--- src/rtl/booth_pkg.sv ---
package booth_pkg;

    // Control flags produced for one recoded radix-4 digit
    typedef struct packed {
        logic one_x;    // select multiplicand
        logic two_x;    // select multiplicand shifted left once
        logic inv;      // digit is negative
    } bdigit_t;

endpackage

--- src/rtl/booth_enc.sv ---
module booth_enc
    import booth_pkg::*;
(
    input  logic       clk,
    input  logic       rst,
    input  logic [2:0] win,
    output bdigit_t    ctl
);

    always_comb begin
        ctl = '0;
        unique case (win)
            3'b000: ctl = '{one_x: 1'b0, two_x: 1'b0, inv: 1'b0};
            3'b001,
            3'b010: ctl = '{one_x: 1'b1, two_x: 1'b0, inv: 1'b0};
            3'b011: ctl = '{one_x: 1'b0, two_x: 1'b1, inv: 1'b0};
            3'b100: ctl = '{one_x: 1'b0, two_x: 1'b1, inv: 1'b1};
            3'b101,
            3'b110: ctl = '{one_x: 1'b1, two_x: 1'b0, inv: 1'b1};
            3'b111: ctl = '{one_x: 1'b0, two_x: 1'b0, inv: 1'b1};
            default: ctl = '0;
        endcase
    end


    ctl_excl_chk: assert property (@(posedge clk) disable iff (rst)
        $onehot0({ctl.one_x, ctl.two_x}));

endmodule

--- src/rtl/booth_row.sv ---
module booth_row
    import booth_pkg::*;
#(
    parameter int OPW   = 8,
    parameter int PW    = 2 * OPW,
    parameter int SHIFT = 0
) (
    input  logic           clk,
    input  logic           rst,
    input  logic [OPW:0]   mcand_x,   // multiplicand extended by one bit
    input  logic [2:0]     win,
    input  bdigit_t        ctl,
    output logic [PW-1:0]  contrib
);

    localparam int RW = OPW + 2;

    logic [RW-1:0] sel;
    logic [RW-1:0] row;
    logic          active;
    logic          do_inv;
    logic          ext_bit;
    logic [PW-1:0] wide;

    always_comb begin
        if (ctl.two_x)      sel = {mcand_x, 1'b0};
        else if (ctl.one_x) sel = {mcand_x[OPW], mcand_x};
        else                sel = '0;

        active  = ctl.one_x | ctl.two_x;
        do_inv  = ctl.inv & active;
        row     = do_inv ? ~sel : sel;

        if (win == 3'b000 || win == 3'b111) ext_bit = 1'b0;
        else                                ext_bit = mcand_x[OPW] ^ win[2];

        wide    = {{(PW-RW){ext_bit}}, row};
        contrib = (wide << SHIFT) + (PW'(do_inv) << SHIFT);
    end


    e_sign_chk: assert property (@(posedge clk) disable iff (rst)
        ext_bit == row[RW-1]);


    neg_zero_chk: assert property (@(posedge clk) disable iff (rst)
        (ctl.inv && !ctl.one_x && !ctl.two_x) |-> (contrib == '0));

endmodule

--- src/rtl/radix4_booth_mult.sv ---
module radix4_booth_mult
    import booth_pkg::*;
#(
    parameter int OPW = 8
) (
    input  logic             clk,
    input  logic             rst,
    input  logic             signed_mode,
    input  logic [OPW-1:0]   opa,
    input  logic [OPW-1:0]   opb,
    output logic [2*OPW-1:0] prod
);

    localparam int PW   = 2 * OPW;
    localparam int NROW = OPW / 2 + 1;
    localparam int BXW  = OPW + 2;

    typedef struct packed {
        logic           mode;
        logic [OPW-1:0] a;
        logic [OPW-1:0] b;
        logic [PW-1:0]  prod;
    } state_t;

    state_t st_d, st_q;

    logic [BXW-1:0] b_ext;
    logic [BXW:0]   b_pad;
    logic [OPW:0]   mcand_x;
    logic [PW-1:0]  contrib [NROW];

    assign b_ext   = st_q.mode ? {{2{st_q.b[OPW-1]}}, st_q.b} : {2'b00, st_q.b};
    assign b_pad   = {b_ext, 1'b0};
    assign mcand_x = {st_q.mode & st_q.a[OPW-1], st_q.a};

    for (genvar j = 0; j < NROW; j++) begin : g_lane
        localparam bit LAST = (j == NROW - 1);
        logic [2:0] win_raw;
        logic [2:0] win_g;
        bdigit_t    ctl;

        assign win_raw = b_pad[2*j+2 -: 3];
        if (LAST) begin : g_top
            assign win_g = st_q.mode ? 3'b000 : win_raw;
        end else begin : g_mid
            assign win_g = win_raw;
        end

        booth_enc u_enc (
            .clk (clk),
            .rst (rst),
            .win (win_g),
            .ctl (ctl)
        );

        booth_row #(.OPW(OPW), .PW(PW), .SHIFT(2*j)) u_row (
            .clk     (clk),
            .rst     (rst),
            .mcand_x (mcand_x),
            .win     (win_g),
            .ctl     (ctl),
            .contrib (contrib[j])
        );
    end

    always_comb begin
        st_d      = st_q;
        st_d.mode = signed_mode;
        st_d.a    = opa;
        st_d.b    = opb;
        st_d.prod = '0;
        for (int j = 0; j < NROW; j++) begin
            st_d.prod = st_d.prod + contrib[j];
        end
    end

    always_ff @(posedge clk) begin
        if (rst) st_q <= '0;
        else     st_q <= st_d;
    end

    assign prod = st_q.prod;


    reset_clr_chk: assert property (@(posedge clk) disable iff (rst)
        $fell(rst) |-> (prod == '0));


    hold_chk: assert property (@(posedge clk) disable iff (rst)
        ($stable(st_q.a) && $stable(st_q.b) && $stable(st_q.mode)) |=> $stable(prod));

endmodule

--- config.mk ---
export PLATFORM = sky130hd
export DESIGN_NAME = radix4_booth_mult
export DESIGN_NICKNAME = d
export VERILOG_FILES = /design/src/rtl/booth_pkg.sv /design/src/rtl/booth_enc.sv /design/src/rtl/booth_row.sv /design/src/rtl/radix4_booth_mult.sv
export SDC_FILE = /design/constraint.sdc
export NUM_CORES = 1
export LEC_CHECK = 0
export BUFFER_PORTS_ARGS = -buffer_cell sky130_fd_sc_hd__buf_2
export CORE_MARGIN = 2
export CORE_UTILIZATION = 40
export DETAILED_ROUTE_END_ITERATION = 10
export SYNTH_ARGS = -nofsm -noshare
export SYNTH_HDL_FRONTEND = slang
export SYNTH_HIERARCHICAL = 1
export SYNTH_SLANG_ARGS = --single-unit
--- constraint.sdc ---
create_clock -name clk -period 12.3 [get_ports clk]
set_input_delay 0 -clock clk [delete_from_list [all_inputs] [get_ports clk]]
set_output_delay 0 -clock clk [all_outputs]
set_load 0.01 [all_outputs]
==> metrics.yaml, run 1 <==
clocking:
  cts_resized: 0
  post_cts_buffers: 0
  h-tree-depth: 2
  clkSlewWorstSetupHoldPaths_ns: 0.06
  cts_tree: "built"
  numCtsBuffers: 5
  insertion_delay_ns: 0.29
  cts_root_buffer: "clkbuf_16"
  ctsLongestPathBuffers: 2
  clkSinkCount: 33
critical_path:
  cp_top_family: "adder cells"
  crit_fanout: 29
  worstSetupEndpointType: "flip-flop"
  critPathLaunchType: "flip-flop"
  slowest_stage: "dfxtp_1"
  worstSetupStartpoint: "st_q[21]"
  path_buf_inv: 5
  crit_required_ns: 12.45
  rr_startpoint: "st_q[21]"
  critPathArrivalTime_ns: 6.50
  cp_cell_sequence: "inv_1, ha_1, mux2_4, nor2b_1, nand2_1, ha_1, ha_1, nand2_1, nor2_1, xnor2_1, inv_1, fa_1, inv_1, fa_1, inv_1, fa_1, inv_1, ha_1, a211o_1, and3_1, o221ai_1, o211ai_1, xnor2_1, nor2_1"
  criticalPathCategory: "reg -> reg"
  max_stage_delay_ns: 0.96
  crit_top_cell: "inv_1"
yosys:
  ys_types: 63
  ys_async_sr_fraction: 0
  synth.avg_cell_area_um2: 8.17
  synth_top_area_cell: "fa_1"
  synthFlopType: "dfxtp_1"
  seq_area_frac_synth: 0.104
  ys_warn_count: 6
  synthTopCellsByArea: "fa_1 14%, dfxtp_1 10%, xor2_1 8.9%"
  synth_enable_flop_cells: 0
  yosys-top-cells-count: "143 x inv_1, 64 x xor2_1, 50 x buf_4"
  synth_area_um2: 6320
  synth_top_area_frac: 0.139
  synthCells: 774
  yosys_register_bits: 33
  synth_most_common_cell: "inv_1"
drt:
  drtAntennaViolNets: 0
  vias_per_cell: 4.74
  wl_per_cell_um: 13.1
  drt-total-wl_um: 13100
  drt_iter0_markers: 207
  drc: 0
  num_vias: 4728
  drtPass1Iterations: 4
sta:
  layout_min_cycle_time_ns: 6.35
  fmax_ghz: 0.158
  worstMarginPinSlew_ns: 1.04
  slew_viol_final: 0
  setup_viol: 0
  period_share: 0.516
  rsz0062_at_grt: "no"
  setup_tns_ns: 0
  clock_skew_ns: 0.00637
  timing.hold.ws_ns: 0.236
  worst_slew_margin_rel: 0.304
  hold_violations: 0
pwr:
  powerDensity_nw_per_um2: 139
  ir_drop_v: 0.0000728
  p_leak_nw: 2.99
grt:
  globalRouteTotalUtil: 0.168
  gr-total-overflow: 0
  grt_pass1_vias: 4646
  antenna_found_initial: 0
  grt_pass1_wl_um: 22200
  grt_max_degree: 36
final_layout:
  syn_to_final_growth_pct: 5.11
  final_util: 0.434
  num_antenna_cells: 0
  stdcell_area_um2: 6650
  nFillCells: 1605
  drive_above_1_share: 0.113
  layout.nets: 885
  instances_no_fill: 998
floorplan:
  ioPinCount: 35
  start_util: 0.413
  die_h_um: 130
  die-area_um2: 16800
  rows: 45
  coreArea_um2: 15300
  die_width_um: 130
min_path:
  hold_path_class: "in -> reg"
  worstHoldStart: "rst"
place:
  place_area_um2: 6340
  place_inst: 973
  dp_hpwl_um: 10200
  place_congestion: 0.861
  portBuffers: 34
status:
  status: "finished clean"
run:
  drv_cap: 0
-- kinds of logic (layout without fill, tap and decap cells) --
kind of cell,count (synthesis),in the layout,share of synthesized area
buffers and inverters,215,205,0.169
XOR/XNOR,105,105,0.145
other,5,28,0.00297
adder cells (fa/ha/maj),80,80,0.211
multiplexers,6,6,0.0135
AO/OA/AOI/OAI,131,131,0.168
flip-flops,33,33,0.104
AND/OR/NAND/NOR,199,199,0.186
-- layer usage --
| layer | global-route usage | part of all wire | wire (um) |
|---|---|---|---|
| met5 | 0 | 0 | 0 |
| met1 | 0.218 | 0.46 | 6060 |
| met4 | 0.0500 | 0.016 | 213 |
| met2 | 0.287 | 0.48 | 6290 |
| met3 | 0.0287 | 0.040 | 521 |
-- cells in the final DEF, fill, tap and decap left out, drive strengths merged, types with 3 or more instances in the layout --
cell / Yosys / layout
o22ai: 12 / 12
buf: 67 / 37
o211a: 3 / 3
clkbuf: 5 / 6
o211ai: 5 / 5
inv: 143 / 143
or3b: 15 / 15
o2111ai: 4 / 4
a22oi: 23 / 23
mux2: 5 / 5
nor3: 9 / 9
nand2b: 13 / 13
xnor2: 41 / 41
fa: 44 / 44
conb: 5 / 28
nand3b: 17 / 17
dfxtp: 33 / 33
ha: 36 / 36
nor2b: 33 / 33
nand2: 31 / 31
dlygate4sd3: 0 / 17
a21oi: 32 / 32
nor2: 39 / 39
and3b: 6 / 6
o21ai: 18 / 18
a211oi: 4 / 4
nand3: 15 / 15
a22o: 11 / 11
o21a: 5 / 5
xor2: 64 / 64
nor3b: 13 / 13
-- power by group --
group / internal (W) / switching, W
Clock: 0.0000744 / 0.0000505
Combinational: 0.000285 / 0.000366
Sequential: 0.000134 / 0.0000162
Total: 0.000493 / 0.000433
-- worst paths after layout --
check,to,slack (ns),cells past startpoint
max,prod[15],5.95,24
min,prod[13],0.24,2
max reg2reg,prod[15],5.95,24
min reg2reg,prod[0],1.18,5
-- flip-flops by register name, summed over array words and instances, names as in the netlist --
register  cells
mcand_x       8
prod         16
st_q          9
-- cell type report --
class                      instances  area, um2  area share
timing repair buffer              54        363      0.0546
clock buffer                       6        129      0.0194
inverter                         143        537      0.0808
tap                              211        264      0.0397
sequential                        33        661      0.0994
multi-input combinational        549       4680       0.705
clock inverter                     2       10.0     0.00151
-- timing repair --
action                                  in CTS  in global routing
endpoints found under the hold margin       17                  0
hold buffers                                17                  0
endpoints found under the setup margin       0                  0
-- metrics by stage --
step                      power, W  setup slack (ns)
after floorplan           0.000705              7.18
after global placement    0.000799              6.14
after detailed placement  0.000802              5.95
after CTS                 0.000939              5.93
after global routing       0.00104              5.37
final                     0.000926              5.95
Note: power is estimated with default switching activity, not from simulation.
==> run 2: changes to the inputs <==
clock period = 5.18 ns   (was 12.3 ns; I/O delays follow)
==> run 2 against run 1 <==
First-iteration DRC count is 37% higher. Via count is 3.3% higher. Design area is 8.0% higher. Setup slack worse by 5.7 ns. Highest routed layer unchanged.
==> metrics.yaml, run 2 (synthesis gave the netlist of run 1 again) <==
status:
  status: "finished clean"
clocking:
  h-tree-depth: 2  # unchanged
  numCtsBuffers: 5  # unchanged
  clkSlewWorstSetupHoldPaths_ns: 0.06  # about the same
  insertion_delay_ns: 0.28  # about the same
  clkSinkCount: 33  # unchanged
  cts_tree: "built"
  cts_root_buffer: "clkbuf_16"
  ctsLongestPathBuffers: 2  # unchanged
place:
  portBuffers: 34  # unchanged
  dp_hpwl_um: 10800  # +5.6%
  place_congestion: 0.867  # +0.67%
  place_inst: 1009  # +3.7%
sta:
  period_share: 0.951  # +0.435
  timing.hold.ws_ns: 0.00416  # -0.231 ns
  slew_viol_final: 0  # unchanged
  hold_violations: 0  # unchanged
  worst_slew_margin_rel: 0.534  # +0.230
  setup_viol: 0  # unchanged
  layout_min_cycle_time_ns: 4.92  # -1.42 ns
  clock_skew_ns: 0.00742  # +0.00104 ns
  worstMarginPinSlew_ns: 0.698  # -0.345 ns
  fmax_ghz: 0.203  # +29%
critical_path:
  critPathArrivalTime_ns: 5.10  # -1.40 ns
  max_stage_delay_ns: 0.50  # -0.46 ns
  cp_cell_sequence: "inv_1, ha_4, mux2_4, nor2b_4, nand2_2, ha_4, o211a_4, o22ai_4, nor3_2, xnor2_1, inv_1, fa_1, inv_1, fa_1, inv_1, fa_1, inv_1, ha_1, or2_4, o311a_1, a41oi_4, nor2_1, a211o_1"
  rrSetupSlack_ns: 0.26  # -5.70 ns
  slowest_stage: "fa_1"
  worstSetupEndpointType: "flip-flop"
  crit_required_ns: 5.35  # -7.10 ns
  path_buf_inv: 5  # unchanged
  crit_top_cell: "inv_1"
  cp_top_family: "adder cells"
  criticalPathCategory: "reg -> reg"
  crit_fanout: 3  # -90%
  critPathLaunchType: "flip-flop"
pwr:
  p_leak_nw: 3.22  # +7.8%
  ir_drop_v: 0.000237  # +230%
  powerDensity_nw_per_um2: 347  # +150%
final_layout:
  drive_above_1_share: 0.199  # +0.0862
  layout_common_cells: "142 x inv_1, 64 x xor2_1, 44 x fa_1, 40 x xnor2_1, 39 x buf_4"
  final_common_cell: "inv_1"
  num_antenna_cells: 0  # unchanged
  instances_no_fill: 1034  # +3.6%
  syn_to_final_growth_pct: 13.6
  largest_reg_flops: 16  # unchanged
  layout.nets: 921  # +4.1%
  nFillCells: 1534  # -4.4%
drt:
  num_vias: 4886  # +3.3%
  drt_iter0_markers: 284  # +37%
  drc: 0  # unchanged
  drtPass1Iterations: 4  # unchanged
  drt-total-wl_um: 13600  # +3.9%
  wl_per_cell_um: 13.1  # +0.28%
  vias_per_cell: 4.73  # -0.26%
  drtAntennaViolNets: 0  # unchanged
grt:
  grt_pass1_wl_um: 22700  # +2.0%
  grt_max_degree: 36  # unchanged
  gr-total-overflow: 0  # unchanged
  antenna_found_initial: 0  # unchanged
  grt_pass1_vias: 4691  # +0.97%
  globalRouteTotalUtil: 0.168  # about the same
floorplan:
  ioPinCount: 35  # unchanged
  die_width_um: 130  # unchanged
  coreArea_um2: 15300  # unchanged
  start_util: 0.413  # unchanged
  die-area_um2: 16800  # unchanged
  rows: 45  # unchanged
  die_h_um: 130  # unchanged
min_path:
  hold_path_class: "in -> reg"
run:
  drv_cap: 0  # unchanged
run 2: cell types whose count changed in the layout (fill, tap and decap cells not counted), sizes merged:
| cell | change |
|---|---|
| buf | +37 |
| bufinv | +1 |
| clkinvlp | +1 |
| dlygate4sd3 | -1 |
| clkinv | -2 |
run 2: area by class of cell:
type	instances	area, um2	share of cell area
clock buffers	6	139	0.0193
multi-input cells	549	4900	0.682
inverters	143	537	0.0748
repair buffers	90	634	0.0884
flip-flops and latches	33	668	0.0931
clock inverters	2	37.5	0.00523
well taps	211	264	0.0368
run 2: worst paths after layout:
check             cells past startpoint  endpoint      from
hold / removal                        2  st_q[21]    opb[5]
setup reg to reg                     23  prod[14]  st_q[19]
hold reg to reg                       5   prod[0]  st_q[17]
setup / recovery                     23  prod[14]  st_q[19]
run 2: metrics by stage:
step | cell area (um2) | power, W | setup TNS (ns) | util | setup slack, ns
2_1_floorplan | 6410 | 0.00167 | 0 | - | 0.0587
3_3_place_gp | 6610 | 0.00199 | 0 | 0.431 | 0.0739
6_report | 7180 | 0.00249 | 0 | 0.469 | 0.256
5_1_grt | 7180 | 0.00278 | -0.0658 | 0.469 | -0.0336
4_1_cts | 6940 | 0.00239 | 0 | 0.453 | 0.0150
3_5_place_dp | 6610 | 0.00200 | 0 | 0.431 | 0.0365
run 2: where the power goes:
| part | leakage, nW | total (W) | internal, W | switching (W) |
|---|---|---|---|---|
| logic | 2.86 | 0.00178 | 0.000829 | 0.000953 |
| registers | 0.277 | 0.000347 | 0.000319 | 0.0000287 |
| clock network | 0.0831 | 0.000359 | 0.000240 | 0.000119 |
run 2: metal layers:
metal	global-route usage	routed length [um]	vias to the layer above
met1	0.238	6840	2308
met4	0.0221	70	0
met2	0.281	6450	44
met3	0.0209	231	4
li1	-	-	2530
met5	0	0	-
run 2: timing repair:
item | 4_1_cts | 5_1_grt
endpoints found under the hold margin | 16 | 0
setup endpoints to repair | 0 | 7
hold buffers | 16 | 0
resized for setup | 0 | 50
setup buffers | 0 | 1
